## src/rtl/kpd_pkg.sv

```systemverilog
package kpd_pkg;
  typedef logic [3:0] digit_t;
  localparam digit_t DIG_STAR = 4'd10;
  localparam digit_t DIG_HASH = 4'd11;

  // function keys, indexed by row in column 3
  typedef enum logic [1:0] {FN_PAUSE, FN_MUTE, FN_FLASH, FN_REDIAL} fn_e;

  function automatic digit_t key_digit(logic [1:0] r, logic [1:0] c);
    if (r == 2'd3) begin
      case (c)
        2'd0:    return DIG_STAR;
        2'd1:    return 4'd0;
        default: return DIG_HASH;
      endcase
    end
    return 4'(r) * 4'd3 + 4'(c) + 4'd1;
  endfunction
endpackage

```

## src/rtl/kpd_hook_filter.sv

```systemverilog
module kpd_hook_filter #(
  parameter int unsigned ON_TICKS  = 15,
  parameter int unsigned OFF_TICKS = 240
) (
  input  logic clk_i,
  input  logic rst_ni,
  input  logic tick_i,
  input  logic hook_i,
  output logic off_hook_o
);
  localparam int unsigned MAXT = (ON_TICKS > OFF_TICKS) ? ON_TICKS : OFF_TICKS;
  localparam int unsigned CW = $clog2(MAXT + 1);
  localparam logic [CW-1:0] ON_LIM  = CW'(ON_TICKS - 1);
  localparam logic [CW-1:0] OFF_LIM = CW'(OFF_TICKS - 1);

  logic          state_q;
  logic [CW-1:0] cnt_q;
  logic [CW-1:0] lim;

  assign lim = state_q ? OFF_LIM : ON_LIM;

  always_ff @(posedge clk_i or negedge rst_ni) begin
    if (!rst_ni) begin
      state_q <= 1'b0;
      cnt_q   <= '0;
    end else if (hook_i == state_q) begin
      cnt_q <= '0;
    end else if (tick_i) begin
      if (cnt_q == lim) begin
        state_q <= hook_i;
        cnt_q   <= '0;
      end else begin
        cnt_q <= cnt_q + 1'b1;
      end
    end
  end

  assign off_hook_o = state_q;

  AST_HOOK_ON_TICK: assert property (@(posedge clk_i) disable iff (!rst_ni)
    !tick_i |=> $stable(state_q));
  AST_HOOK_FOLLOWS_RAW: assert property (@(posedge clk_i) disable iff (!rst_ni)
    (hook_i == state_q) |=> $stable(state_q));
endmodule

```

## src/rtl/kpd_scan.sv

```systemverilog
module kpd_scan #(
  parameter int unsigned DB_TICKS = 64
) (
  input  logic       clk_i,
  input  logic       rst_ni,
  input  logic       en_i,
  input  logic       tick_i,
  input  logic [3:0] col_i,
  output logic [3:0] row_o,
  output logic       key_evt_o,
  output logic [3:0] key_idx_o
);
  localparam int unsigned CW = $clog2(DB_TICKS + 1);
  localparam logic [CW-1:0] DB_L = CW'(DB_TICKS);

  logic [1:0]    row_sel_q;
  logic [11:0]   hits_q;
  logic [15:0]   snap_q;
  logic          raw_v;
  logic [3:0]    raw_idx;
  logic          cand_v_q, stab_v_q, evt_q;
  logic [3:0]    cand_idx_q, stab_idx_q;
  logic [CW-1:0] cnt_q;
  logic          same;

  assign row_o = en_i ? ~(4'b0001 << row_sel_q) : 4'hF;

  // one full frame of column samples per four clocks
  always_ff @(posedge clk_i or negedge rst_ni) begin
    if (!rst_ni) begin
      row_sel_q <= '0;
      hits_q    <= '0;
      snap_q    <= '0;
    end else if (!en_i) begin
      row_sel_q <= '0;
      hits_q    <= '0;
      snap_q    <= '0;
    end else begin
      row_sel_q <= row_sel_q + 1'b1;
      case (row_sel_q)
        2'd0:    hits_q[3:0]  <= ~col_i;
        2'd1:    hits_q[7:4]  <= ~col_i;
        2'd2:    hits_q[11:8] <= ~col_i;
        default: snap_q       <= {~col_i, hits_q};
      endcase
    end
  end

  always_comb begin
    raw_v   = ($countones(snap_q) == 1);
    raw_idx = '0;
    if (raw_v) begin
      for (int i = 0; i < 16; i++) begin
        if (snap_q[i]) raw_idx = 4'(i);
      end
    end
  end

  assign same = ({raw_v, raw_idx} == {cand_v_q, cand_idx_q});

  always_ff @(posedge clk_i or negedge rst_ni) begin
    if (!rst_ni) begin
      cand_v_q <= 1'b0; cand_idx_q <= '0; cnt_q <= '0;
      stab_v_q <= 1'b0; stab_idx_q <= '0; evt_q <= 1'b0;
    end else if (!en_i) begin
      cand_v_q <= 1'b0; cand_idx_q <= '0; cnt_q <= '0;
      stab_v_q <= 1'b0; stab_idx_q <= '0; evt_q <= 1'b0;
    end else begin
      evt_q <= 1'b0;
      if (!same) begin
        cand_v_q   <= raw_v;
        cand_idx_q <= raw_idx;
        cnt_q      <= '0;
      end else if (cnt_q == DB_L) begin
        stab_v_q   <= cand_v_q;
        stab_idx_q <= cand_idx_q;
        evt_q      <= cand_v_q && !stab_v_q;
      end else if (tick_i) begin
        cnt_q <= cnt_q + 1'b1;
      end
    end
  end

  assign key_evt_o = evt_q;
  assign key_idx_o = stab_idx_q;

  AST_ROW_ROTATES: assert property (@(posedge clk_i) disable iff (!rst_ni)
    (en_i && $past(en_i)) |-> (row_o == {$past(row_o[2:0]), $past(row_o[3])}));
  AST_EVT_SINGLE: assert property (@(posedge clk_i) disable iff (!rst_ni)
    key_evt_o |=> !key_evt_o);
  AST_EVT_FROM_EMPTY: assert property (@(posedge clk_i) disable iff (!rst_ni)
    key_evt_o |-> !$past(stab_v_q));
endmodule

```

## src/rtl/kpd_redial_mem.sv

```systemverilog
module kpd_redial_mem #(
  parameter int unsigned DEPTH = 32
) (
  input  logic       clk_i,
  input  logic       rst_ni,
  input  logic       wr_i,
  input  logic       clr_i,
  input  logic [3:0] wdata_i,
  input  logic       start_i,
  input  logic       step_i,
  input  logic       abort_i,
  output logic [3:0] rdata_o,
  output logic       active_o
);
  localparam int unsigned AW = $clog2(DEPTH);
  localparam int unsigned LW = $clog2(DEPTH + 1);
  localparam logic [LW-1:0] DEPTH_L = LW'(DEPTH);

  logic [3:0]    mem_q [DEPTH];
  logic [LW-1:0] len_q;
  logic [AW-1:0] rd_ptr_q;
  logic          active_q;
  logic          we;
  logic [AW-1:0] waddr;

  assign we    = wr_i && (clr_i || len_q < DEPTH_L);
  assign waddr = clr_i ? '0 : AW'(len_q);

  always_ff @(posedge clk_i) begin
    if (we) mem_q[waddr] <= wdata_i;
  end

  always_ff @(posedge clk_i or negedge rst_ni) begin
    if (!rst_ni) begin
      len_q    <= '0;
      rd_ptr_q <= '0;
      active_q <= 1'b0;
    end else begin
      if (we) len_q <= clr_i ? LW'(1) : len_q + 1'b1;
      if (abort_i) begin
        active_q <= 1'b0;
      end else if (!active_q) begin
        if (start_i && len_q != '0) begin
          active_q <= 1'b1;
          rd_ptr_q <= '0;
        end
      end else if (step_i) begin
        if (LW'(rd_ptr_q) + 1'b1 == len_q) active_q <= 1'b0;
        else rd_ptr_q <= rd_ptr_q + 1'b1;
      end
    end
  end

  assign rdata_o  = mem_q[rd_ptr_q];
  assign active_o = active_q;

  AST_LEN_MAX: assert property (@(posedge clk_i) disable iff (!rst_ni)
    len_q <= DEPTH_L);
  AST_PTR_IN_LEN: assert property (@(posedge clk_i) disable iff (!rst_ni)
    active_q |-> (LW'(rd_ptr_q) < len_q));
  AST_NO_WRITE_IN_REPLAY: assert property (@(posedge clk_i) disable iff (!rst_ni)
    active_q |-> !wr_i);
endmodule

```

## src/rtl/kpd_dialer_ctrl.sv

```systemverilog
module kpd_dialer_ctrl #(
  parameter int unsigned HOOK_ON_TICKS  = 15,
  parameter int unsigned HOOK_OFF_TICKS = 240,
  parameter int unsigned KEY_DB_TICKS   = 64,
  parameter int unsigned PAUSE_TICKS    = 2200,
  parameter int unsigned REDIAL_DEPTH   = 32
) (
  input  logic       clk_i,
  input  logic       rst_ni,
  input  logic       tick_i,
  input  logic       hook_i,
  input  logic       busy_i,
  input  logic [3:0] row_i,
  input  logic [3:0] col_i,
  output logic [3:0] row_o,
  output logic       row_oe_o,
  output logic [3:0] straps_o,
  output logic       off_hook_o,
  output logic       digit_valid_o,
  output logic [3:0] digit_o,
  output logic       mute_o,
  output logic       flash_o
);
  import kpd_pkg::*;

  localparam int unsigned PW = $clog2(PAUSE_TICKS + 1);
  localparam logic [PW-1:0] PAUSE_L = PW'(PAUSE_TICKS);

  logic          off_hook, scan_en_q;
  logic          key_evt;
  logic [3:0]    key_idx;
  logic [1:0]    krow, kcol;
  logic          accept, dig_key, is_fn;
  fn_e           fn;
  logic          rep_active, step;
  digit_t        rep_digit;
  logic          fresh_q, mute_q, flash_q, dv_q;
  digit_t        digit_q;
  logic [3:0]    straps_q;
  logic [PW-1:0] pause_q;
  logic          pause_act;

  kpd_hook_filter #(.ON_TICKS(HOOK_ON_TICKS), .OFF_TICKS(HOOK_OFF_TICKS)) u_hook (
    .clk_i, .rst_ni, .tick_i, .hook_i, .off_hook_o(off_hook)
  );

  kpd_scan #(.DB_TICKS(KEY_DB_TICKS)) u_scan (
    .clk_i, .rst_ni, .en_i(scan_en_q), .tick_i, .col_i,
    .row_o, .key_evt_o(key_evt), .key_idx_o(key_idx)
  );

  assign krow      = key_idx[3:2];
  assign kcol      = key_idx[1:0];
  assign is_fn     = (kcol == 2'd3);
  assign fn        = fn_e'(krow);
  assign pause_act = (pause_q != '0);
  assign accept    = key_evt && !busy_i && !pause_act && !rep_active && off_hook;
  assign dig_key   = accept && !is_fn;
  assign step      = rep_active && !busy_i && !pause_act && off_hook;

  kpd_redial_mem #(.DEPTH(REDIAL_DEPTH)) u_mem (
    .clk_i, .rst_ni,
    .wr_i(dig_key), .clr_i(fresh_q), .wdata_i(key_digit(krow, kcol)),
    .start_i(accept && is_fn && fn == FN_REDIAL), .step_i(step),
    .abort_i(!off_hook), .rdata_o(rep_digit), .active_o(rep_active)
  );

  always_ff @(posedge clk_i or negedge rst_ni) begin
    if (!rst_ni) begin
      scan_en_q <= 1'b0;
      straps_q  <= '0;
      fresh_q   <= 1'b1;
      mute_q    <= 1'b0;
      flash_q   <= 1'b0;
      dv_q      <= 1'b0;
      digit_q   <= '0;
      pause_q   <= '0;
    end else begin
      scan_en_q <= off_hook;
      // rows are still released in the first off-hook cycle
      if (off_hook && !scan_en_q) straps_q <= row_i;
      dv_q    <= dig_key || step;
      digit_q <= dig_key ? key_digit(krow, kcol) : rep_digit;
      flash_q <= accept && is_fn && fn == FN_FLASH;
      if (!off_hook) begin
        fresh_q <= 1'b1;
        mute_q  <= 1'b0;
        pause_q <= '0;
      end else begin
        if (dig_key) fresh_q <= 1'b0;
        if (accept && is_fn && fn == FN_MUTE) mute_q <= ~mute_q;
        if (accept && is_fn && fn == FN_PAUSE) pause_q <= PAUSE_L;
        else if (tick_i && pause_act) pause_q <= pause_q - 1'b1;
      end
    end
  end

  assign row_oe_o      = scan_en_q;
  assign straps_o      = straps_q;
  assign off_hook_o    = off_hook;
  assign digit_valid_o = dv_q;
  assign digit_o       = digit_q;
  assign mute_o        = mute_q | pause_act;
  assign flash_o       = flash_q;

  AST_ROWS_FLOAT: assert property (@(posedge clk_i) disable iff (!rst_ni)
    !off_hook_o |=> !row_oe_o);
  AST_STRAP_HOLD: assert property (@(posedge clk_i) disable iff (!rst_ni)
    (row_oe_o && $past(row_oe_o)) |-> $stable(straps_o));
  AST_NO_DIGIT_IN_PAUSE: assert property (@(posedge clk_i) disable iff (!rst_ni)
    pause_act |-> !digit_valid_o);
  AST_MUTE_HOLD: assert property (@(posedge clk_i) disable iff (!rst_ni)
    (off_hook && !accept) |=> $stable(mute_q));
  AST_FLASH_PULSE: assert property (@(posedge clk_i) disable iff (!rst_ni)
    flash_o |=> !flash_o);
  AST_FLASH_NO_DIGIT: assert property (@(posedge clk_i) disable iff (!rst_ni)
    flash_o |-> !digit_valid_o);
endmodule

```

## config.mk

```make
export PLATFORM = sky130hd
export DESIGN_NAME = kpd_dialer_ctrl
export DESIGN_NICKNAME = d
export VERILOG_FILES = /design/src/rtl/kpd_pkg.sv /design/src/rtl/kpd_hook_filter.sv /design/src/rtl/kpd_scan.sv /design/src/rtl/kpd_redial_mem.sv /design/src/rtl/kpd_dialer_ctrl.sv
export SDC_FILE = /design/constraint.sdc
export NUM_CORES = 1
export LEC_CHECK = 0
export CAP_MARGIN = 15
export CORE_MARGIN = 3
export CORE_UTILIZATION = 64
export CTS_CLUSTER_SIZE = 40
export DETAILED_ROUTE_END_ITERATION = 10
export DONT_BUFFER_PORTS = 1
export GPL_TIMING_DRIVEN = 1
export PLACE_DENSITY = 0.86
export SLEW_MARGIN = 20
export SYNTH_ARGS = -nofsm -noshare
export SYNTH_HDL_FRONTEND = slang
export SYNTH_SLANG_ARGS = --single-unit
```

## constraint.sdc

```tcl
create_clock -name clk_i -period 10.6 [get_ports clk_i]
set_clock_uncertainty 0.05 [all_clocks]
set_input_delay 1.59 -clock clk_i [delete_from_list [all_inputs] [get_ports clk_i]]
set_output_delay 1.59 -clock clk_i [all_outputs]
set_load 0.005 [all_outputs]
```

==> results of run 1 <==
final timing paths:
kind                       slack, ns  depth (start not counted)             start           endpoint
setup / recovery                4.94                         17  u_scan.snap_q[9]   u_scan.key_evt_o
setup reg to reg                4.94                         17  u_scan.snap_q[9]   u_scan.key_evt_o
min in group asynchronous       0.72                          0            rst_ni  u_mem.rd_ptr_q[0]
hold / removal                  0.39                          1   u_scan.stab_v_q   u_scan.key_evt_o
hold reg to reg                 0.39                          1   u_scan.stab_v_q   u_scan.key_evt_o
max in group asynchronous       9.60                          0            rst_ni            fresh_q
power by group through the flow:
stage / logic, uW / clock network [uW] / registers (uW)
finish: 5.66 / 796 / 908
global route: 6.36 / 847 / 908
CTS: 5.69 / 807 / 908
detailed placement: 5.68 / 0 / 926
global placement: 5.19 / 0 / 926
floorplan: 4.82 / 0 / 926
cell families (layout without fill, tap and decap cells):
family,count (synthesis),after routing,share of synthesized area
fa+ha+maj,48,48,0.06623
mux,77,77,0.1214
buf+inv,88,103,0.03264
simple gates,252,252,0.1142
xor+xnor,28,28,0.02326
flops,222,222,0.5879
compound gates,88,88,0.05436
per-stage QoR:
stage	instance area, um^2	instances
3_5_place_dp	10720	992
4_1_cts	11480	1034
2_1_floorplan	10540	803
3_3_place_gp	10720	992
6_report	11480	1034
5_1_grt	11480	1034
worst max-delay path: stages, from the launching register on:
cell and delay, ns:
sky130_fd_sc_hd__dfrtp_1 0.45, sky130_fd_sc_hd__inv_1 0.07, sky130_fd_sc_hd__ha_1 0.27, sky130_fd_sc_hd__inv_1 0.05, sky130_fd_sc_hd__fa_1 0.44, sky130_fd_sc_hd__fa_1 0.50
sky130_fd_sc_hd__fa_1 0.55, sky130_fd_sc_hd__inv_1 0.06, sky130_fd_sc_hd__fa_1 0.47, sky130_fd_sc_hd__ha_1 0.24, sky130_fd_sc_hd__fa_1 0.45, sky130_fd_sc_hd__nor4b_1 0.40
sky130_fd_sc_hd__o211ai_1 0.26, sky130_fd_sc_hd__a31oi_1 0.26, sky130_fd_sc_hd__xnor2_1 0.16, sky130_fd_sc_hd__and2_0 0.32, sky130_fd_sc_hd__nand3_2 0.22, sky130_fd_sc_hd__nor4b_1 0.34
state kept, by name (all words and copies together), names as in the netlist, 2 cells and up:
name and count:
digit_o 4, u_mem.len_q 6, u_mem.mem_q 128, u_scan.key_idx_o 4
u_scan.row_sel_q 2, u_hook.cnt_q 8, u_mem.rd_ptr_q 5, u_scan.snap_q 16
pause_q 12, straps_o 4, u_scan.cnt_q 7, u_scan.cand_idx_q 4
u_scan.hits_q 12
routing by layer:
metal,up-vias,GRT usage,share of wire
li1,2922,-,-
met1,3287,0.3266,0.39
met2,273,0.4372,0.52
met3,71,0.04501,0.057
met4,0,0.08937,0.033
met5,-,0,0
final cells by class:
cell class                      count  area (um^2)  area share
Sequential cell                   222         6198      0.5401
Multi-Input combinational cell    493         4004      0.3488
Clock buffer                       35        690.7     0.06018
Tap cell                          216        270.3     0.02355
Inverter                           56        210.2     0.01831
Clock inverter                      7        66.31    0.005778
Timing Repair Buffer                5        37.54    0.003270
cell usage in the layout (no fill, tap or decap), types with 13 or more instances in the layout:
master / Yosys / final
sky130_fd_sc_hd__nor2_1: 107 / 107
sky130_fd_sc_hd__a21oi_1: 22 / 21
sky130_fd_sc_hd__inv_1: 54 / 54
sky130_fd_sc_hd__nor3_1: 16 / 16
sky130_fd_sc_hd__clkbuf_16: 0 / 23
sky130_fd_sc_hd__ha_1: 35 / 35
sky130_fd_sc_hd__xnor2_1: 17 / 17
sky130_fd_sc_hd__mux2i_1: 30 / 30
sky130_fd_sc_hd__mux4_2: 40 / 40
sky130_fd_sc_hd__nand3_1: 18 / 18
sky130_fd_sc_hd__nand2_1: 49 / 49
sky130_fd_sc_hd__edfxtp_1: 128 / 128
sky130_fd_sc_hd__dfrtp_1: 93 / 92
sky130_fd_sc_hd__nand4_1: 13 / 13
sky130_fd_sc_hd__o21ai_0: 22 / 22
sky130_fd_sc_hd__fa_1: 13 / 13
==> metrics.md, run 1 <==
| Metric | Value |
|---|---|
| Worst hold slack after final layout | `~0.39 ns` |
| Number of rows in the core area | `46` |
| Placeable core region | `roughly 0.016 mm^2` |
| Cell Area, Synth | `about 0.011 mm^2` |
| Number of warnings issued by yosys | `0` |
| Routability-driven placement congestion ratio | `0.8486` |
| Final Max Slew Viols | `0` |
| Number of fill cells in the layout | `1,038` |
| Post-Place Setup Slack | `5.051 ns` |
| Synth Flop Type | `sky130_fd_sc_hd__edfxtp_1` |
| Post-route minimum period | `5.665 ns` |
| Fraction of post-synthesis cell area in the top cell type by area | `0.3646` |
| Clock tree root driver cell | `sky130_fd_sc_hd__clkbuf_16` |
| DP HPWL | `14,280 um` |
| Antenna fix cells | `0` |
| Avg WL per Cell | `roughly 21 um` |
| Tot GR Track Use | `0.2531` |
| Critical path data arrival time | `approximately 6.0 ns` |
| Critical Path End Type | `flip-flop` |
| Leakage power | `0.004440 uW` |
| Number of hold-repair buffers added at the cts stage | `0` |
| Num ports | `30` |
| Cell types with the largest area share after synthesis | `sky130_fd_sc_hd__edfxtp_1 (36%), sky130_fd_sc_hd__dfrtp_1 (22%), sky130_fd_sc_hd__mux4_2 (8.5%)` |
| Switching power summed over all nets | `327.4 uW` |
| Sequential fraction of the synthesis area | `0.5879` |
| Setup slack of the critical path after layout | `4.935 ns` |
| Worst skew pair latency | `0.51 ns` |
| Unrepaired setup endpoints after global routing | `false` |
| Post-synth EDFFs | `128` |
| Power Density | `149.0 mW/mm^2` |
| Iteration-0 DRC Markers | `just under 500` |
| Initial antenna violation count | `0` |
| Post-synthesis cell count | `between 800 and 900` |
| CTS buffer count | `23` |
| Die height | `approximately 130 um` |
| Mapped Avg Cell Area | `13.13 um^2` |
| Transition time of the tightest slew-check pin | `0.9567 ns` |
| # Max-Cap Violations | `0` |
| Via count of the first global-routing pass | `6,911` |
| Count of endpoints failing hold in the final timing report | `0` |
| Die ar. | `0.01805 mm^2` |
| Layout Area Growth over Synthesis | `8.879%` |
| Gr ovfl total | `0` |
| Number of nets in the synthesized netlist | `864` |
| Part of the power in registers | `0.531` |
| Endpoints failing setup | `0` |
| CP Launch Type | `flip-flop` |
| PortBufs | `0` |
| Number of sinks driven by the clock tree | `222` |
| Most area-hungry cell type in the Yosys netlist | `sky130_fd_sc_hd__edfxtp_1` |
| Worst setup path class | `flip-flop to flip-flop` |
| Total Negative Setup Slacks | `0 ns` |
| Power share of the clock group | `0.466` |
| Peak clock frequency supported by timing | `~180 MHz` |
| Count of TritonRoute iterations in the first routing pass | `6` |
| DRT antenna net count | `0` |
| Number of distinct library cell variants in the gate-level netlist after synthesis | `64` |
| # H-tree levels | `1` |
| Peak fanout along the critical path | `8` |
| Final core utilization | `0.7173` |
| Required arrival time at the worst endpoint | `approximately 11 ns` |
| Total Wirelength | `21,790 um` |
| Clock tree from TritonCTS | `yes` |
| DIE WIDTH | `134.3 um` |
| Power Internal | `1383 uW` |
| Most numerous cell types in the synthesized netlist | `sky130_fd_sc_hd__edfxtp_1 (128), sky130_fd_sc_hd__nor2_1 (107), sky130_fd_sc_hd__dfrtp_1 (93)` |
| Headroom to the max-slew limit | `0.3582` |
| Sw Ratio | `0.1914` |
| Fraction of layout instances using a drive strength above 1 | `0.1235` |
| Worst vdd rail ir drop | `121.9 uV` |
| Starting Density | `0.6588` |
| Residual DRC count | `0` |
| Detailed-route via count | `6,553` |
| Most common cell in the synthesized netlist | `sky130_fd_sc_hd__edfxtp_1` |
| Number of setup buffers added after CTS | `0` |
| Maximum number of pins on one net before global-route repair | `95` |
| Share of flip-flops with an asynchronous set or reset after synthesis | `0.4234` |
| Portion of total power attributed to combinational logic | `0.003` |
| Part of the cycle the worst path needs | `0.5344` |
| Clock-pin slew of the registers on the worst-case setup and hold paths | `0.06 ns` |
| Kind of path behind the tightest hold check | `flip-flop to flip-flop` |
| NumNets Final | `862` |
| Number of vias per cell | `6.338` |
| Status | `complete, no violations` |
| Flops & latches, synth | `222` |
| First-pass GRT wire length | `36,150 um` |
| Maximum count of clock buffers along a single path | `3` |
| Power Total | `between 1500 and 2000 uW` |
| Count of cells resized by post-cts repair | `0` |
Note: power is estimated with default switching activity, not from simulation.
==> run 2, diff against run 1 <==
--- a/config.mk
+++ b/config.mk
@@ -5,14 +5,15 @@
 export SDC_FILE = /design/constraint.sdc
 export NUM_CORES = 1
 export LEC_CHECK = 0
+export ABC_AREA = 1
 export CAP_MARGIN = 15
 export CORE_MARGIN = 3
-export CORE_UTILIZATION = 64
+export CORE_UTILIZATION = 58
 export CTS_CLUSTER_SIZE = 40
 export DETAILED_ROUTE_END_ITERATION = 10
 export DONT_BUFFER_PORTS = 1
 export GPL_TIMING_DRIVEN = 1
-export PLACE_DENSITY = 0.86
+export PLACE_DENSITY = 0.82
 export SLEW_MARGIN = 20
 export SYNTH_ARGS = -nofsm -noshare
 export SYNTH_HDL_FRONTEND = slang
==> constraint.sdc (replaced) <==
create_clock -name clk_i -period 4.8 [get_ports clk_i]
set_clock_uncertainty 0.05 [all_clocks]
set_input_delay 0.72 -clock clk_i [delete_from_list [all_inputs] [get_ports clk_i]]
set_output_delay 0.72 -clock clk_i [all_outputs]
set_load 0.005 [all_outputs]
==> run 2 against run 1 <==
Sequential share of layout area decreased by 1.2 points; first-iteration DRC count rose by 50%; final cell count increased by 25%; clock power is 100% higher; synthesized area decreased by 0.37%; the flow now finishes with violations (DRC, setup timing); register-to-register slack worse by 5.1 ns; total power grew to 3.2 times the previous value; utilization shrank 4.8 points; synthesized cell count up 28%; global-route usage decreased by 2.4 points; largest cell class unchanged.
==> metrics.md, run 2 <==
| Metric | Value |
|---|---|
| Status | `finished with violations` |
| Failing checks | `DRC, setup timing` |
| Largest registers ranked by flip-flop count | `u_mem.mem_q (128), u_scan.snap_q (16)` |
| NumNets Final | `1,115 (+29%)` |
| First-pass GRT wire length | `36,870 um (+2.0%)` |
| Residual DRC count | `1 (+1)` |
| Count of endpoints failing hold in the final timing report | `0 (unchanged)` |
| Most numerous cell types in the synthesized netlist | `sky130_fd_sc_hd__nor2_1 (155), sky130_fd_sc_hd__edfxtp_1 (128), sky130_fd_sc_hd__nand2_1 (123)` |
| Clock tree from TritonCTS | `yes` |
| Worst skew pair latency | `0.50 ns (about the same)` |
| Slack of the worst reg-to-reg path | `-0.13 ns (-5.07 ns)` |
| Mapped Avg Cell Area | `10.19 um^2 (-22%)` |
| Layout Area Growth over Synthesis | `11.79%` |
| Required arrival time at the worst endpoint | `5.18 ns (-5.77 ns)` |
| Worst setup path class | `flip-flop to flip-flop` |
| Design Area, Final | `0.01174 mm^2 (+2.3%)` |
| Peak fanout along the critical path | `7 (-1)` |
| Clock tree root driver cell | `sky130_fd_sc_hd__clkbuf_16` |
| Iteration-0 DRC Markers | `734 (+50%)` |
| Power share of the clock group | `0.294 (-0.172)` |
| DIE WIDTH | `140.6 um (+4.6%)` |
| Area after DPL | `0.01083 mm^2 (+1.0%)` |
| Kind of path behind the tightest hold check | `input pin to async pin` |
| Die height | `140.6 um (+4.6%)` |
| Transition time of the tightest slew-check pin | `1.024 ns (+0.06717 ns)` |
| Post-route minimum period | `4.935 ns (-0.7301 ns)` |
| Maximum number of pins on one net before global-route repair | `94 (-1.1%)` |
| Final core utilization | `0.6695 (-0.04779)` |
| Number of non-filler instances in the completed layout | `1,295 (+25%)` |
| Peak clock frequency supported by timing | `202.7 MHz (+15%)` |
| Clock-pin slew of the registers on the worst-case setup and hold paths | `0.06 ns (about the same)` |
| Worst vdd rail ir drop | `364.6 uV (+200%)` |
| Most common cell after layout, fill and taps aside | `sky130_fd_sc_hd__nor2_1` |
| Fraction of post-synthesis cell area in the top cell type by area | `0.3660 (+0.001347)` |
| Fraction of layout instances using a drive strength above 1 | `0.1215 (-0.001977)` |
| Power Total | `5554 uW (+220%)` |
| Gr ovfl total | `0 (unchanged)` |
| Number of warnings issued by yosys | `0 (unchanged)` |
| Post-synth EDFFs | `128 (unchanged)` |
| Routability-driven placement congestion ratio | `0.9267 (+9.2%)` |
| Largest Register | `u_mem.mem_q` |
| Switching power summed over all nets | `1838 uW (+460%)` |
| PortBufs | `0 (unchanged)` |
| Unrepaired setup endpoints after global routing | `true` |
| CP Launch Type | `flip-flop` |
| Depth of the most critical reg-to-reg path | `24 (+7)` |
| Part of the power in registers | `0.405 (-0.126)` |
| Count of TritonRoute iterations in the first routing pass | `9 (+3)` |
| Headroom to the max-slew limit | `0.3173 (-0.04093)` |
| Cell types with the largest area share after synthesis | `sky130_fd_sc_hd__edfxtp_1 (37%), sky130_fd_sc_hd__dfrtp_1 (22%), sky130_fd_sc_hd__o21ai_0 (5.8%)` |
| Placeable core region | `0.01754 mm^2 (+9.6%)` |
| Final Max Slew Viols | `0 (unchanged)` |
| Via count of the first global-routing pass | `7,495 (+8.5%)` |
| Number of vias per cell | `5.819 (-8.2%)` |
| DP HPWL | `14,660 um (+2.7%)` |
| Power Density | `473.0 mW/mm^2 (+220%)` |
| Antenna fix cells | `0 (unchanged)` |
| Most common cell in the synthesized netlist | `sky130_fd_sc_hd__nor2_1` |
| Number of fill cells in the layout | `1,284 (+24%)` |
| Num ports | `30 (unchanged)` |
| Post-synthesis cell count | `1,031 (+28%)` |
| Critical Path End Type | `flip-flop` |
| Endpoints failing setup | `13 (+13)` |
| Tot GR Track Use | `0.2289 (-0.02417)` |
| DRT antenna net count | `0 (unchanged)` |
| Die ar. | `0.01976 mm^2 (+9.5%)` |
| Cell count after placement | `1,244 (+25%)` |
| Number of rows in the core area | `48 (+4.3%)` |
| Starting Density | `0.5989 (-0.05993)` |
| Total Wirelength | `22,690 um (+4.1%)` |
| Sw Ratio | `0.3310 (+0.1396)` |
| Detailed-route via count | `7,536 (+15%)` |
| Crit Reg-Reg Endpoint | `u_scan.cnt_q[1]` |
| Power Internal | `3715 uW (+170%)` |
| Number of nets in the synthesized netlist | `1,092 (+26%)` |
| Flip-flop count of the largest register, all copies and words added | `128 (unchanged)` |
| Setup slack of the critical path after layout | `-0.1346 ns (-5.070 ns)` |
| Leakage power | `0.004847 uW (+9.2%)` |
| Synth Flop Type | `sky130_fd_sc_hd__edfxtp_1` |
| Cell Area, Synth | `0.01050 mm^2 (-0.37%)` |
| Sequential fraction of the synthesis area | `0.5901 (+0.002171)` |
| # H-tree levels | `1 (unchanged)` |
| # Max-Cap Violations | `0 (unchanged)` |
| Part of the cycle the worst path needs | `1.028 (+0.4936)` |
| Post-Place Setup Slack | `-0.3881 ns (-5.439 ns)` |
| Maximum count of clock buffers along a single path | `3 (unchanged)` |
| Number of sinks driven by the clock tree | `222 (unchanged)` |
| Portion of total power attributed to combinational logic | `0.302 (+0.299)` |
| Critical path data arrival time | `5.31 ns (-0.70 ns)` |
| Initial antenna violation count | `0 (unchanged)` |
| RR Startpoint | `u_scan.snap_q[8]` |
| Number of distinct library cell variants in the gate-level netlist after synthesis | `45 (-30%)` |
| Share of flip-flops with an asynchronous set or reset after synthesis | `0.4234 (unchanged)` |
| Flops & latches, synth | `222 (unchanged)` |
| CTS buffer count | `23 (unchanged)` |
| Most area-hungry cell type in the Yosys netlist | `sky130_fd_sc_hd__edfxtp_1` |
| Avg WL per Cell | `17.52 um (-17%)` |
| Highest-count cells in the layout ignoring fill and taps | `sky130_fd_sc_hd__nor2_1 (148), sky130_fd_sc_hd__edfxtp_1 (128), sky130_fd_sc_hd__o21ai_0 (120), sky130_fd_sc_hd__nand2_1 (117), sky130_fd_sc_hd__inv_1 (98)` |
==> run 2: changes by cell type after synthesis, moves of 8 or more <==
| cell | change |
|---|---|
| sky130_fd_sc_hd__o21ai_0 | +100 |
| sky130_fd_sc_hd__xnor2_1 | -13 |
| sky130_fd_sc_hd__mux2i_1 | -30 |
| sky130_fd_sc_hd__nand3_1 | +30 |
| sky130_fd_sc_hd__inv_1 | +53 |
| sky130_fd_sc_hd__mux4_2 | -40 |
| sky130_fd_sc_hd__nor2_1 | +48 |
| sky130_fd_sc_hd__o22ai_1 | +47 |
| sky130_fd_sc_hd__nand2_1 | +74 |
| sky130_fd_sc_hd__nor2_2 | +10 |
| sky130_fd_sc_hd__nor2b_1 | -8 |
==> run 2: worst max path at each step <==
| stage | start | end | slack (ns) | cells after the start |
|---|---|---|---|---|
| final | u_scan.snap_q[8] | u_scan.cnt_q[1] | -0.13 | 24 |
| after CTS | u_scan.snap_q[8] | u_scan.key_evt_o | -0.24 | 23 |
| after floorplan | u_scan.snap_q[8] | u_scan.cnt_q[0] | 0.02 | 24 |
| after global placement | u_scan.snap_q[8] | u_scan.cnt_q[0] | -0.15 | 24 |
| after global routing | u_scan.snap_q[8] | u_scan.cnt_q[0] | -0.36 | 25 |
| after detailed placement | u_scan.snap_q[8] | u_scan.cnt_q[0] | -0.39 | 24 |
==> run 2: repair_timing <==
action	CTS	global route
hold endpoints to repair	93	0
setup endpoints to repair	13	13
hold buffers	2	0
pin swaps	16	18
setup buffers	4	4
gates resized for setup	19	19
==> run 2: per-stage QoR <==
| step | hold WS (ns) | setup TNS (ns) |
|---|---|---|
| floorplan | 0.3533 | 0 |
| global placement | 0.3674 | -1.105 |
| detailed placement | 0.3691 | -3.666 |
| CTS | 0.1024 | -2.895 |
| global route | 0.09227 | -4.395 |
| finish | 0.07248 | -1.543 |
==> run 2: cell families (layout without fill, tap and decap cells) <==
group,count (synthesis),in the layout,share of synthesized area
AND/OR/NAND/NOR,385,385,0.1598
flip-flops,222,222,0.5901
AO/OA/AOI/OAI,206,206,0.1087
buffers and inverters,144,183,0.05242
adder cells (fa/ha/maj),48,48,0.06648
XOR/XNOR,22,22,0.01835
multiplexers,4,4,0.004288
==> run 2: cell type report <==
| cell class | count | area (um^2) | share of cell area |
|---|---|---|---|
| clock buffer | 36 | 665.6 | 0.05669 |
| clock inverter | 5 | 23.77 | 0.002025 |
| inverter | 110 | 414.1 | 0.03527 |
| multi-input combinational | 665 | 3891 | 0.3314 |
| sequential | 222 | 6198 | 0.5279 |
| tap | 225 | 281.5 | 0.02398 |
| timing repair buffer | 32 | 266.5 | 0.02270 |
==> run 2: critical path, stage by stage (launching register included) <==
cell and delay (ns):
sky130_fd_sc_hd__dfrtp_1 0.39, sky130_fd_sc_hd__inv_2 0.07, sky130_fd_sc_hd__ha_4 0.26, sky130_fd_sc_hd__inv_2 0.03
sky130_fd_sc_hd__fa_2 0.38, sky130_fd_sc_hd__fa_1 0.50, sky130_fd_sc_hd__fa_1 0.51, sky130_fd_sc_hd__inv_2 0.04
sky130_fd_sc_hd__fa_1 0.49, sky130_fd_sc_hd__ha_4 0.19, sky130_fd_sc_hd__fa_1 0.45, sky130_fd_sc_hd__nor2_2 0.11
sky130_fd_sc_hd__nand3b_1 0.10, sky130_fd_sc_hd__a21oi_2 0.10, sky130_fd_sc_hd__nand2_1 0.08, sky130_fd_sc_hd__inv_2 0.09
sky130_fd_sc_hd__nand2_2 0.06, sky130_fd_sc_hd__xnor2_1 0.13, sky130_fd_sc_hd__nor2_2 0.10, sky130_fd_sc_hd__nand3_2 0.09
sky130_fd_sc_hd__nor2_4 0.14, sky130_fd_sc_hd__nand2_2 0.07, sky130_fd_sc_hd__nor2_4 0.13, sky130_fd_sc_hd__nand2_4 0.11
sky130_fd_sc_hd__nor2_2 0.16
==> run 2: power groups by stage <==
| stage | clock network (uW) | logic, uW | registers, uW |
|---|---|---|---|
| after global placement | 0 | 1420 | 2270 |
| final | 1630 | 1670 | 2250 |
| after detailed placement | 0 | 1470 | 2280 |
| after floorplan | 0 | 1080 | 2240 |
| after global routing | 1740 | 1880 | 2260 |
| after CTS | 1650 | 1640 | 2240 |
==> run 2: routing by layer <==
layer  GRT usage  vias to the layer above  share of wire
met2      0.3876                      309           0.50
met5           0                        -              0
met4     0.07088                        0          0.029
met1      0.3019                     3601           0.40
met3     0.04404                       60          0.072
li1            -                     3566              -
==> run 3, diff against run 2 <==
--- a/config.mk
+++ b/config.mk
@@ -7,6 +7,7 @@
 export LEC_CHECK = 0
 export ABC_AREA = 1
 export CAP_MARGIN = 15
+export CORE_ASPECT_RATIO = 0.8
 export CORE_MARGIN = 3
 export CORE_UTILIZATION = 58
 export CTS_CLUSTER_SIZE = 40
@@ -18,3 +19,4 @@
 export SYNTH_ARGS = -nofsm -noshare
 export SYNTH_HDL_FRONTEND = slang
 export SYNTH_SLANG_ARGS = --single-unit
+export TNS_END_PERCENT = 50
==> run 3 against run 2 <==
The run ends with setup timing left; largest cell class unchanged; utilization decreased by 0.24 points; fmax is 1.9% lower; critical path depth is 1 lower; final area shrank 0.34%; worst setup slack got worse by 0.096 ns; clock power about the same; worst hold slack gained 0.016 ns; sequential power hardly changed; sequential share of layout area rose by 0.18 points; critical path type unchanged; highest routed layer unchanged; via count rose by 1.8%; final cell count rose by 0.15%.
==> metrics.md, run 3 (same netlist as run 2, synthesis figures left out) <==
| Metric | Value |
|---|---|
| Status | `finished with violations` |
| Failing checks | `setup timing` |
| Part of the cycle the worst path needs | `1.048 (+0.01990)` |
| Count of endpoints failing hold in the final timing report | `0 (unchanged)` |
| Via count of the first global-routing pass | `7,689 (+2.6%)` |
| Clock-pin slew of the registers on the worst-case setup and hold paths | `0.06 ns (about the same)` |
| Required arrival time at the worst endpoint | `5.14 ns (-0.04 ns)` |
| Number of rows in the core area | `43 (-10%)` |
| Tot GR Track Use | `0.2479 (+0.01897)` |
| Setup slack of the critical path after layout | `-0.2301 ns (-0.09551 ns)` |
| Peak fanout along the critical path | `5 (-2)` |
| PortBufs | `0 (unchanged)` |
| Clock tree from TritonCTS | `yes` |
| Flip-flop count of the largest register, all copies and words added | `128 (unchanged)` |
| Die ar. | `0.01977 mm^2 (about the same)` |
| Layout Area Growth over Synthesis | `11.41%` |
| Iteration-0 DRC Markers | `896 (+22%)` |
| Initial antenna violation count | `0 (unchanged)` |
| Highest-count cells in the layout ignoring fill and taps | `sky130_fd_sc_hd__nor2_1 (153), sky130_fd_sc_hd__edfxtp_1 (128), sky130_fd_sc_hd__nand2_1 (120), sky130_fd_sc_hd__o21ai_0 (120), sky130_fd_sc_hd__inv_1 (101)` |
| Power Density | `475.2 mW/mm^2 (+0.47%)` |
| Maximum count of clock buffers along a single path | `3 (unchanged)` |
| NumNets Final | `1,117 (+0.18%)` |
| Count of TritonRoute iterations in the first routing pass | `8 (-1)` |
| Worst vdd rail ir drop | `261.9 uV (-28%)` |
| Worst setup path class | `flip-flop to flip-flop` |
| DRT antenna net count | `0 (unchanged)` |
| Avg WL per Cell | `18.33 um (+4.6%)` |
| First-pass GRT wire length | `39,390 um (+6.8%)` |
| Critical Path Source | `u_scan.snap_q[5]` |
| Endpoints failing setup | `13 (unchanged)` |
| Routability-driven placement congestion ratio | `0.9172 (-1.0%)` |
| Detailed-route via count | `7,670 (+1.8%)` |
| Critical Path End Type | `flip-flop` |
| Die height | `126.4 um (-10%)` |
| Cell count after placement | `1,245 (+0.080%)` |
| CTS buffer count | `23 (unchanged)` |
| Clock tree root driver cell | `sky130_fd_sc_hd__clkbuf_16` |
| Residual DRC count | `0 (-1)` |
| Post-route minimum period | `5.030 ns (+0.09551 ns)` |
| Worst hold slack after final layout | `0.08802 ns (+0.01554 ns)` |
| Multi-input logic area | `0.003821 mm^2 (-1.8%)` |
| Sequential cell area | `0.006198 mm^2 (unchanged)` |
| Most common cell after layout, fill and taps aside | `sky130_fd_sc_hd__nor2_1` |
| Starting Density | `0.5988 (about the same)` |
| DP HPWL | `15,110 um (+3.1%)` |
| Number of sinks driven by the clock tree | `222 (unchanged)` |
| Total Wirelength | `23,770 um (+4.8%)` |
| Depth of the most critical reg-to-reg path | `23 (-4.2%)` |
| RR Startpoint | `u_scan.snap_q[5]` |
| Final core utilization | `0.6671 (-0.002379)` |
| Leakage power | `0.004858 uW (+0.24%)` |
| Antenna fix cells | `0 (unchanged)` |
| Transition time of the tightest slew-check pin | `0.9631 ns (-0.06081 ns)` |
| Maximum number of pins on one net before global-route repair | `94 (unchanged)` |
| Worst skew pair latency | `0.50 ns (about the same)` |
| Slack of the worst reg-to-reg path | `-0.23 ns (-0.10 ns)` |
| Number of fill cells in the layout | `1,255 (-2.3%)` |
| Fraction of layout instances using a drive strength above 1 | `0.1110 (-0.01049)` |
| Largest registers ranked by flip-flop count | `u_mem.mem_q (128), u_scan.snap_q (16)` |
| Critical path data arrival time | `5.37 ns (+0.06 ns)` |
| Placeable core region | `0.01754 mm^2 (about the same)` |
| Peak clock frequency supported by timing | `198.8 MHz (-1.9%)` |
| CP Launch Type | `flip-flop` |
| Unrepaired setup endpoints after global routing | `true` |
| Kind of path behind the tightest hold check | `input pin to async pin` |
| Final Max Slew Viols | `0 (unchanged)` |
| Design Area, Final | `0.01170 mm^2 (-0.34%)` |
| # Max-Cap Violations | `0 (unchanged)` |
| Headroom to the max-slew limit | `0.3520 (+0.03471)` |
| Number of non-filler instances in the completed layout | `1,297 (+0.15%)` |
| Num ports | `30 (unchanged)` |
| Number of vias per cell | `5.914 (+1.6%)` |
| Largest Register | `u_mem.mem_q` |
| DIE WIDTH | `156.5 um (+11%)` |
| Crit Reg-Reg Endpoint | `u_scan.stab_v_q` |
| Endpoint of the worst setup timing path | `u_scan.stab_v_q` |
| Gr ovfl total | `0 (unchanged)` |
| # H-tree levels | `1 (unchanged)` |
| Area after DPL | `0.01084 mm^2 (+0.14%)` |
| Total Negative Setup Slacks | `-2.418 ns (-0.8745 ns)` |
[run 3: metal layers]
| layer | up-vias | track usage | wire length (um) |
|---|---|---|---|
| li1 | 3579 | - | - |
| met1 | 3660 | 0.3631 | 10050 |
| met2 | 377 | 0.3856 | 11040 |
| met3 | 54 | 0.04570 | 2132 |
| met4 | 0 | 0.07051 | 547 |
| met5 | - | 0 | 0 |
[run 3: where the power goes]
group | internal (uW) | switching, uW | total [uW]
clock network | 962 | 698 | 1660
registers | 2130 | 103 | 2230
logic | 617 | 1060 | 1670
[run 3: how the worst min path moves through the flow]
stage	startpoint	endpoint	slack [ns]	cells past startpoint
after global routing	rst_ni	u_hook.cnt_q[2]	0.12	1
final	rst_ni	u_scan.cnt_q[6]	0.09	1
after CTS	rst_ni	straps_o[0]	0.11	1
after floorplan	u_scan.stab_v_q	u_scan.key_evt_o	0.35	1
after global placement	u_scan.stab_v_q	u_scan.key_evt_o	0.36	1
after detailed placement	u_scan.stab_v_q	u_scan.key_evt_o	0.37	1
[run 3: through the flow]
| step | worst slack, ns | total power, uW |
|---|---|---|
| floorplan | 0.02399 | 3321 |
| global placement | -0.1338 | 3715 |
| detailed placement | -0.3356 | 3765 |
| CTS | -0.2481 | 5532 |
| global route | -0.5501 | 5870 |
| finish | -0.2301 | 5560 |
[run 3: repair_timing]
| item | 4_1_cts | 5_1_grt |
|---|---|---|
| pin swaps | 23 | 9 |
| buffers inserted | 6 | 3 |
| endpoints found under the hold margin | 93 | 0 |
| hold buffers | 2 | 0 |
| gates resized for setup | 15 | 4 |
| setup endpoints to repair | 13 | 13 |
[run 3: cell type report]
class / count / share of cell area
multi-input cells: 665 / 0.3266
well taps: 225 / 0.02406
flip-flops and latches: 222 / 0.5297
clock buffers: 34 / 0.05710
clock inverters: 7 / 0.003101
inverters: 110 / 0.03539
repair buffers: 34 / 0.02406
[run 3: critical path, stage by stage, from the launching register on]
cell and delay [ns]:
sky130_fd_sc_hd__dfrtp_1 0.39, sky130_fd_sc_hd__inv_2 0.07, sky130_fd_sc_hd__ha_4 0.26, sky130_fd_sc_hd__inv_2 0.04, sky130_fd_sc_hd__fa_2 0.40, sky130_fd_sc_hd__fa_1 0.51, sky130_fd_sc_hd__fa_1 0.54, sky130_fd_sc_hd__inv_2 0.04
sky130_fd_sc_hd__fa_1 0.52, sky130_fd_sc_hd__ha_2 0.20, sky130_fd_sc_hd__fa_1 0.41, sky130_fd_sc_hd__nor2_1 0.11, sky130_fd_sc_hd__nand3b_1 0.09, sky130_fd_sc_hd__a21oi_1 0.12, sky130_fd_sc_hd__nand2_1 0.10, sky130_fd_sc_hd__inv_2 0.10
sky130_fd_sc_hd__nand2_2 0.06, sky130_fd_sc_hd__xnor2_1 0.12, sky130_fd_sc_hd__nor2_1 0.11, sky130_fd_sc_hd__nand3_1 0.09, sky130_fd_sc_hd__nor2_2 0.13, sky130_fd_sc_hd__nand4_1 0.22, sky130_fd_sc_hd__nand3_1 0.17, sky130_fd_sc_hd__nand2_1 0.06
